$ cat config.mk
export PLATFORM = sky130hd
export DESIGN_NAME = touch_avg_filter
export DESIGN_NICKNAME = d
export VERILOG_FILES = /design/src/rtl/tsf_pkg.sv /design/src/rtl/tsf_ctrl.sv /design/src/rtl/tsf_slot_store.sv /design/src/rtl/tsf_axis_avg.sv /design/src/rtl/touch_avg_filter.sv
export SDC_FILE = /design/constraint.sdc
export NUM_CORES = 1
export LEC_CHECK = 0
export BUFFER_PORTS_ARGS = -buffer_cell sky130_fd_sc_hd__buf_2
export CORE_ASPECT_RATIO = 1.5
export CORE_MARGIN = 1.5
export CORE_UTILIZATION = 30
export DETAILED_ROUTE_END_ITERATION = 6
export PLACE_DENSITY_LB_ADDON = 0.2
export RECOVER_POWER = 100
export SYNTH_ARGS = -nofsm -noshare
export SYNTH_HDL_FRONTEND = slang
export SYNTH_SLANG_ARGS = --single-unit
$ cat constraint.sdc
create_clock -name clk -period 2.15 [get_ports clk]
set_input_delay 0.43 -clock clk [delete_from_list [all_inputs] [get_ports clk]]
set_output_delay 0.43 -clock clk [all_outputs]
set_load 0.005 [all_outputs]
$ cat src/rtl/tsf_pkg.sv
package tsf_pkg;
  typedef enum logic [2:0] {
    ST_IDLE    = 3'd0,
    ST_DRAIN   = 3'd1,
    ST_COLLECT = 3'd2,
    ST_EMIT    = 3'd3,
    ST_SYNC    = 3'd4
  } tsf_state_e;
endpackage

$ cat src/rtl/tsf_ctrl.sv
module tsf_ctrl
  import tsf_pkg::*;
(
  input  logic clk,
  input  logic rst_n,
  input  logic trig_i,
  input  logic ovr_i,
  input  logic fifo_empty_i,
  input  logic group_full_i,
  input  logic ev_ready_i,
  output logic fifo_rd_o,
  output logic store_clr_o,
  output logic store_wr_o,
  output logic ev_load_o,
  output logic ev_valid_o,
  output logic sync_o
);
  tsf_state_e state_q, state_d;

  // next-state and output decode
  always_comb begin
    state_d     = state_q;
    fifo_rd_o   = 1'b0;
    store_clr_o = 1'b0;
    store_wr_o  = 1'b0;
    ev_load_o   = 1'b0;
    ev_valid_o  = 1'b0;
    sync_o      = 1'b0;
    unique case (state_q)
      ST_IDLE: begin
        if (trig_i) begin
          store_clr_o = 1'b1;
          state_d     = ovr_i ? ST_DRAIN : ST_COLLECT;
        end
      end
      ST_DRAIN: begin
        if (!fifo_empty_i) fifo_rd_o = 1'b1;
        else               state_d   = ST_IDLE;
      end
      ST_COLLECT: begin
        if (group_full_i || fifo_empty_i) begin
          ev_load_o = 1'b1;
          state_d   = ST_EMIT;
        end else begin
          fifo_rd_o  = 1'b1;
          store_wr_o = 1'b1;
        end
      end
      ST_EMIT: begin
        ev_valid_o = 1'b1;
        if (ev_ready_i) state_d = ST_SYNC;
      end
      ST_SYNC: begin
        sync_o  = 1'b1;
        state_d = ST_IDLE;
      end
      default: state_d = ST_IDLE;
    endcase
  end

  // state register
  always_ff @(posedge clk or negedge rst_n) begin
    if (!rst_n) state_q <= ST_IDLE;
    else        state_q <= state_d;
  end
endmodule

$ cat src/rtl/tsf_slot_store.sv
module tsf_slot_store #(
  parameter int GROUP_N = 4,
  parameter int COORD_W = 10,
  localparam int CNT_W  = $clog2(GROUP_N + 1)
) (
  input  logic                             clk,
  input  logic                             rst_n,
  input  logic                             clr_i,
  input  logic                             wr_i,
  input  logic [COORD_W-1:0]               x_i,
  input  logic [COORD_W-1:0]               y_i,
  input  logic                             pen_up_i,
  output logic [CNT_W-1:0]                 cnt_o,
  output logic                             full_o,
  output logic [GROUP_N-1:0][COORD_W-1:0]  xs_o,
  output logic [GROUP_N-1:0][COORD_W-1:0]  ys_o,
  output logic [GROUP_N-1:0]               pens_o
);
  logic [CNT_W-1:0] cnt_q, cnt_d;
  logic             cnt_en;

  assign full_o = (cnt_q == CNT_W'(GROUP_N));
  assign cnt_o  = cnt_q;

  always_comb begin
    cnt_en = clr_i || (wr_i && !full_o);
    cnt_d  = clr_i ? '0 : cnt_q + CNT_W'(1);
  end

  always_ff @(posedge clk or negedge rst_n) begin
    if (!rst_n)      cnt_q <= '0;
    else if (cnt_en) cnt_q <= cnt_d;
  end

  for (genvar s = 0; s < GROUP_N; s++) begin : g_slot
    logic slot_en;
    assign slot_en = wr_i && (cnt_q == CNT_W'(s));
    always_ff @(posedge clk or negedge rst_n) begin
      if (!rst_n) begin
        xs_o[s]   <= '0;
        ys_o[s]   <= '0;
        pens_o[s] <= 1'b1;
      end else if (slot_en) begin
        xs_o[s]   <= x_i;
        ys_o[s]   <= y_i;
        pens_o[s] <= pen_up_i;
      end
    end
  end
endmodule

$ cat src/rtl/tsf_axis_avg.sv
module tsf_axis_avg #(
  parameter int COORD_W = 10,
  localparam int SUM_W  = COORD_W + 1
) (
  input  logic [COORD_W-1:0] raw_a_i,
  input  logic [COORD_W-1:0] raw_b_i,
  output logic [COORD_W-1:0] avg_o
);
  localparam logic [COORD_W-1:0] FULL_SCALE = {COORD_W{1'b1}};

  logic [COORD_W-1:0] mir_a, mir_b;
  logic [SUM_W-1:0]   sum;

  always_comb begin
    mir_a = FULL_SCALE - raw_a_i;
    mir_b = FULL_SCALE - raw_b_i;
    sum   = {1'b0, mir_a} + {1'b0, mir_b};
    avg_o = sum[SUM_W-1:1];
  end
endmodule

$ cat src/rtl/touch_avg_filter.sv
module touch_avg_filter #(
  parameter int WORD_W  = 32,
  parameter int COORD_W = 10,
  parameter int GROUP_N = 4,
  parameter int X_LSB   = 16,
  parameter int Y_LSB   = 0,
  parameter int PEN_BIT = 31
) (
  input  logic               clk,
  input  logic               rst_n,
  input  logic               trig_i,
  input  logic               ovr_i,
  input  logic               fifo_empty_i,
  input  logic [WORD_W-1:0]  fifo_data_i,
  output logic               fifo_rd_o,
  input  logic               ev_ready_i,
  output logic               ev_valid_o,
  output logic [COORD_W-1:0] ev_x_o,
  output logic [COORD_W-1:0] ev_y_o,
  output logic               ev_touch_o,
  output logic               sync_o
);
  localparam int CNT_W   = $clog2(GROUP_N + 1);
  localparam int AVG_LO  = 1;
  localparam int AVG_HI  = 2;
  localparam int N_AXES  = 2;

  logic store_clr, store_wr, ev_load, group_full;
  logic [CNT_W-1:0]                cnt;
  logic [GROUP_N-1:0][COORD_W-1:0] xs, ys;
  logic [GROUP_N-1:0]              pens;
  logic [N_AXES-1:0][COORD_W-1:0]  avg;

  tsf_ctrl u_ctrl (
    .clk          (clk),
    .rst_n        (rst_n),
    .trig_i       (trig_i),
    .ovr_i        (ovr_i),
    .fifo_empty_i (fifo_empty_i),
    .group_full_i (group_full),
    .ev_ready_i   (ev_ready_i),
    .fifo_rd_o    (fifo_rd_o),
    .store_clr_o  (store_clr),
    .store_wr_o   (store_wr),
    .ev_load_o    (ev_load),
    .ev_valid_o   (ev_valid_o),
    .sync_o       (sync_o)
  );

  tsf_slot_store #(.GROUP_N(GROUP_N), .COORD_W(COORD_W)) u_store (
    .clk      (clk),
    .rst_n    (rst_n),
    .clr_i    (store_clr),
    .wr_i     (store_wr),
    .x_i      (fifo_data_i[X_LSB +: COORD_W]),
    .y_i      (fifo_data_i[Y_LSB +: COORD_W]),
    .pen_up_i (fifo_data_i[PEN_BIT]),
    .cnt_o    (cnt),
    .full_o   (group_full),
    .xs_o     (xs),
    .ys_o     (ys),
    .pens_o   (pens)
  );

  for (genvar a = 0; a < N_AXES; a++) begin : g_axis
    logic [COORD_W-1:0] raw_lo, raw_hi;
    if (a == 0) begin : g_x
      assign raw_lo = xs[AVG_LO];
      assign raw_hi = xs[AVG_HI];
    end else begin : g_y
      assign raw_lo = ys[AVG_LO];
      assign raw_hi = ys[AVG_HI];
    end
    tsf_axis_avg #(.COORD_W(COORD_W)) u_avg (
      .raw_a_i (raw_lo),
      .raw_b_i (raw_hi),
      .avg_o   (avg[a])
    );
  end

  // event holding registers
  logic               report;
  logic [COORD_W-1:0] ev_x_d, ev_y_d;
  logic               ev_touch_d;

  always_comb begin
    report     = (cnt == CNT_W'(GROUP_N)) && !pens[GROUP_N-1];
    ev_touch_d = report;
    ev_x_d     = report ? avg[0] : '0;
    ev_y_d     = report ? avg[1] : '0;
  end

  always_ff @(posedge clk or negedge rst_n) begin
    if (!rst_n) begin
      ev_x_o     <= '0;
      ev_y_o     <= '0;
      ev_touch_o <= 1'b0;
    end else if (ev_load) begin
      ev_x_o     <= ev_x_d;
      ev_y_o     <= ev_y_d;
      ev_touch_o <= ev_touch_d;
    end
  end
endmodule

# Word level (Yosys, flattened, before mapping)
# Cells that the tools add are included.
[op_classes]
n_addsub = 7
n_eq_ne = 12
n_mux = 19
n_reduce_logical = 11
[op_table]
columns = ["operator", "n"]
rows = [
  ["10-bit subtractor, first input constant", 4],
  ["10-bit by 10-bit adder with 11-bit output", 2],
  ["10-bit two-way mux", 2],
  ["3-bit two-way mux", 5],
  ["3-bit by 2-bit == test with 1-bit output, second input constant", 4],
  ["3-bit one-hot mux with 4 select lines", 1],
  ["1-bit two-way mux", 9],
  ["3-bit by 1-bit == test with 1-bit output, second input constant", 2],
  ["3-bit == test, second input constant", 2],
  ["2-bit != test, second input constant", 3],
  ["1-bit logical AND", 5],
  ["4-bit AND reduction", 1],
  ["3-bit by 1-bit adder with 3-bit output, second input constant", 1],
  ["3-bit logical NOT", 1],
  ["1-bit logical NOT", 2],
  ["1-bit logical OR", 2],
  ["2-bit two-way mux", 1],
  ["2-bit by 1-bit != test with 1-bit output, second input constant", 1],
  ["1-bit one-hot mux with 2 select lines", 1],
]
[word_totals]
ff_bits = 68
inputBits = 38
output_inout_bits = 24
word_cells = 59

# Longest topological paths before layout
[logic_depth]
ltp_word = 6
ltp_mapped = 10
depth_no_buf = 7

# Cells and area by module
# A second synthesis with hierarchy kept.
[hier_totals]
hier_cells = 413
area_unflattened_um2 = 5342.6
[modules_own_cells]
columns = ["module", "instances", "cells_per_inst", "area_each_um2", "seq_area_each_um2"]
rows = [
  ["tsf_slot_store", 1, 202, 3369.5, 2182.1],
  ["tsf_axis_avg", 2, 67, 479.2, 0.0],
  ["touch_avg_filter", 1, 51, 802.0, 525.5],
  ["tsf_ctrl", 1, 26, 212.7, 75.1],
]

# Worst setup path before layout
# OpenSTA, ideal clock, no wires.
[synth_timing]
path_kind = "register to register"
start = "reg u_store.xs_o[21] (netlist bit)"
end = "reg ev_x_o[9]"
setup_ns = 0.132
arrival_ns = 1.794
t_required_ns = 2.018
slack_ns = 0.223
stages_incl_launch_ff = 8
n_path_buf = 0
synth_period_minus_slack_ns = 1.927
cell_sequence = "dfrtp_1 inv_1 fa_1 a21o_1 a221oi_1 o21ai_0 a21oi_1 o21ai_1"
[synth_between]
elab_chain_len = 3
[synth_rtl]
columns = ["element", "line_no", "rtl"]
rows = [
  ["from (decl)", "tsf_slot_store.sv:15", "output logic [GROUP_N-1:0][COORD_W-1:0] xs_o,"],
  ["from (signal, indexed assignment)", "tsf_slot_store.sv:44", "xs_o[s] <= x_i;"],
  ["10-bit subtractor", "tsf_axis_avg.sv:16", "mir_b = FULL_SCALE - raw_b_i;"],
  ["10-bit by 10-bit adder with 11-bit output", "tsf_axis_avg.sv:17", "sum = {1'b0, mir_a} + {1'b0, mir_b};"],
  ["10-bit two-way mux", "touch_avg_filter.sv:89", "ev_x_d = report ? avg[0] : '0;"],
  ["to (signal assigned)", "touch_avg_filter.sv:99", "ev_x_o <= ev_x_d;"],
  ["to (decl)", "touch_avg_filter.sv:18", "output logic [COORD_W-1:0] ev_x_o,"],
]
# No other way between the ends.
# A chain may end at the register's enable or synchronous reset.

# Worst setup path after layout
[layout_timing]
start = "reg u_store.ys_o[21] (netlist bit)"
end = "reg ev_y_o[7]"
[layout_between]
elab_chain_len = 3
[layout_rtl]
columns = ["element", "line_no", "rtl"]
rows = [
  ["from (decl)", "tsf_slot_store.sv:16", "output logic [GROUP_N-1:0][COORD_W-1:0] ys_o,"],
  ["from (signal, indexed assignment)", "tsf_slot_store.sv:45", "ys_o[s] <= y_i;"],
  ["10-bit subtractor", "tsf_axis_avg.sv:16", ""],
  ["10-bit by 10-bit adder with 11-bit output", "tsf_axis_avg.sv:17", ""],
  ["10-bit two-way mux", "touch_avg_filter.sv:90", "ev_y_d = report ? avg[1] : '0;"],
  ["to (signal assigned)", "touch_avg_filter.sv:100", "ev_y_o <= ev_y_d;"],
  ["to (decl)", "touch_avg_filter.sv:19", "output logic [COORD_W-1:0] ev_y_o,"],
]
# No other way between the ends.

==> flow_summary.json <==
{
  "grtUsageMet1_pct": 15.65,
  "drive_above_1_share_pct": 18.98,
  "diodes": 0,
  "grt_overflow_total": 0,
  "cts_made_buffers": 9,
  "slew_headroom_pct": -13.38,
  "tns_ps": 0,
  "synth_area_leaders": "dfrtp_1, ha_1, nand2_1",
  "synth.yosys.seq_area_share_pct": 46.15,
  "htreeDepth": 3,
  "clock_path_buffers": 2,
  "arrival_ps": 2250,
  "clock.fmax_mhz": 487.2,
  "cellPowerDensity_nw_per_um2": 1553,
  "cts_root_buf": "clkbuf_16",
  "firstDrtPassIters": 4,
  "async_reset_ff_share_pct": 100.0,
  "synth_top_area_share_pct": 45.44,
  "final_common_cell": "dfrtp_1",
  "cts.sinks": 68,
  "syn-num-nets": 446,
  "use_met2_pct": 23.53,
  "rrSetupSlack_ps": 100,
  "die_w_um": 93.55,
  "busiest_layer": "met2",
  "fin_cells": 606,
  "synth_cell_types": 45,
  "path_cells": "inv_1 > fa_1 > a211oi_1 > nor2_1 > o21ai_0 > xor2_1 > o21ai_0",
  "place_inst": 589,
  "r2r-start": "u_store.ys_o[21]$_DFFE_PN0P_",
  "layout_common_cells": "dfrtp_1, nand2_1, inv_1, o21ai_0, buf_2",
  "post-route-drc-count": 0,
  "nNetsFinal": 512,
  "dp_hpwl_mm": 6.038,
  "slowest_stage": "fa_1",
  "grt_pass1_wl_mm": 13.63,
  "hold_viol_final": 0,
  "ant_nets": 0,
  "clkLatencyLatePin_ps": 330,
  "grt_max_degree": 69,
  "violations": "capacitance limit, slew limit",
  "r2r-end": "ev_y_o[7]$_DFFE_PN0P_",
  "max_stage_delay_ps": 480,
  "rsz0062_at_grt": "false",
  "die_h_um": 138.8,
  "placement.io_buffers": 50,
  "post_drt_via_cell_ratio": 4.541,
  "hold_end": "u_store.xs_o[18]$_DFFE_PN0P_",
  "criticalPathCategory": "reg2reg",
  "skew_ps": 5.806,
  "critPathMaxFanout": 3,
  "grt_pass1_vias": 2878,
  "filler_cell_count": 1299,
  "antenna_found_initial": 0,
  "ctsHoldBuffers": 0,
  "routedWlPerCell_um": 13.18,
  "gp_congestion": 0.7529,
  "ir_drop_v": 0.0004861,
  "synth_edf_count": 0,
  "routed_wl_mm": 7.988,
  "synth-main-ff-cell": "dfrtp_1",
  "yosysWarningCount": 0,
  "min_period_ps": 2053,
  "syn_avg_cell_area_um2": 9.634,
  "area_delta_synth_final_pct": 18.18,
  "yosysTopAreaCell": "dfrtp_1",
  "core.rowCount": 49,
  "ios": 62,
  "path_clk_slew_ps": 50,
  "mappedNetlistArea_um2": 3690,
  "hold_path_depth": 3,
  "min_path_type": "in2reg",
  "syn_inst": 383,
  "cap_violations": 1,
  "die_area_um2": 12990,
  "met3_usage_pct": 2.741,
  "crit_top_cell": "o21ai_0",
  "fin_hold_ws_ps": 320.0,
  "cts_tree": "done",
  "ys_ff_latch": 68,
  "grtUsageTotal_pct": 13.42,
  "reg2reg_depth": 7,
  "vias": 2752,
  "finalSetupViolations": 0,
  "period_share_pct": 95.48,
  "power.leakage_nw": 2.135,
  "core_area_um2": 12020,
  "drt_iter0_markers": 93,
  "cp-end-kind": "flop",
  "drv_slew": 69,
  "hold_start": "fifo_data_i[24]",
  "outcome": "finished with violations",
  "critical_path.startpoint_type": "flop",
  "start_util_pct": 30.71,
  "crit_required_ps": 2340,
  "tightest_slew_ps": 1701
}
[sequential cells by signal, indices dropped and copies added, names as in the netlist]
register,count
ev_touch_o,1
u_store.cnt_o,3
u_store.ys_o,20
ev_y_o,10
u_store.xs_o,20
u_store.pens_o,1
u_ctrl.state_q,3
ev_x_o,10
[per-stage QoR]
stage               total power, mW  utilization [%]  setup WS (ps)  cell area [µm²]
detailed placement            5.605            34.58          155.5             4155
global placement              5.538            34.58          161.2             4155
floorplan                     4.718                -          223.4             3690
CTS                           7.008            36.83          140.5             4425
global route                  7.434            36.29          6.652             4360
finish                        6.773            36.29          97.25             4360
[routing by layer]
layer	routed length [µm]	part of all wire, %
met4	116	1.5
met5	0	0
met1	3375	42
met3	256	3.2
met2	4240	53
[power by group]
group / switching, mW / internal [mW] / total, mW
registers: 0.199 / 1.80 / 2.00
clock network: 0.515 / 0.833 / 1.35
logic: 1.94 / 1.48 / 3.42
total: 2.66 / 4.12 / 6.77
[how the worst max path moves through the flow]
stage | end | cells past startpoint | slack [ps] | from
detailed placement | ev_x_o[9]$_DFFE_PN0P_ | 8 | 160 | u_store.xs_o[21]$_DFFE_PN0P_
global placement | ev_y_o[7]$_DFFE_PN0P_ | 7 | 160 | u_store.ys_o[21]$_DFFE_PN0P_
global route | ev_y_o[7]$_DFFE_PN0P_ | 7 | 7 | u_store.ys_o[21]$_DFFE_PN0P_
CTS | u_store.ys_o[14]$_DFFE_PN0P_ | 6 | 140 | u_ctrl.state_q[0]$_DFFE_PN0P_
floorplan | ev_x_o[9]$_DFFE_PN0P_ | 7 | 220 | u_store.xs_o[21]$_DFFE_PN0P_
finish | ev_y_o[7]$_DFFE_PN0P_ | 7 | 100 | u_store.ys_o[21]$_DFFE_PN0P_
[cell usage after synthesis (all sizes together) (2+ instances only)]
library cell	number
o31ai	2
inv	42
and3	2
a31oi	2
buf	10
a22o	2
and2	2
nand4bb	2
ha	23
nor3b	4
mux2	6
xnor2	5
nor3	3
o21ai	63
dfrtp	67
nor2	15
or2	2
xor2	8
nor2b	3
clkbuf	4
a211oi	4
or3	2
nand2b	2
fa	2
a21oi	17
nand2	66
nand3	3
a21o	7
a221oi	2
[critical path, delay by kind of cell (launching register included)]
kind / cells / cell delay, ps
flip-flops: 1 / 320
AND/OR/NAND/NOR: 1 / 130
buffers and inverters: 1 / 90
XOR/XNOR: 1 / 190
adder cells (fa/ha/maj): 1 / 480
AO/OA/AOI/OAI: 3 / 710
[cells by family (layout without fill, tap and decap cells)]
group	after synthesis	count (layout)	share of synthesized area (%)
xor+xnor	13	13	3.086
fa+ha+maj	25	25	8.885
compound gates	106	106	18.58
buf+inv	56	126	7.426
flops	68	68	46.15
simple gates	108	108	13.77
mux	7	7	2.102
[repair_timing]
| action | in CTS | in global routing |
|---|---|---|
| gates resized for setup | 0 | 0 |
| endpoints found under the hold margin | 0 | 0 |
| endpoints found under the setup margin | 0 | 1 |
| setup buffers | 0 | 2 |
[layout make-up]
type                       count  area, µm²  share of cell area (%)
clock buffer                  13      260.3                   5.968
tap                          153      191.4                   4.390
clock inverter                 2      10.01                  0.2296
timing repair buffer          69      355.3                   8.149
multi-input combinational    259       1683                   38.59
sequential                    68       1703                   39.05
inverter                      42      157.7                   3.615
No activity file was read; power rests on OpenSTA's default activity.
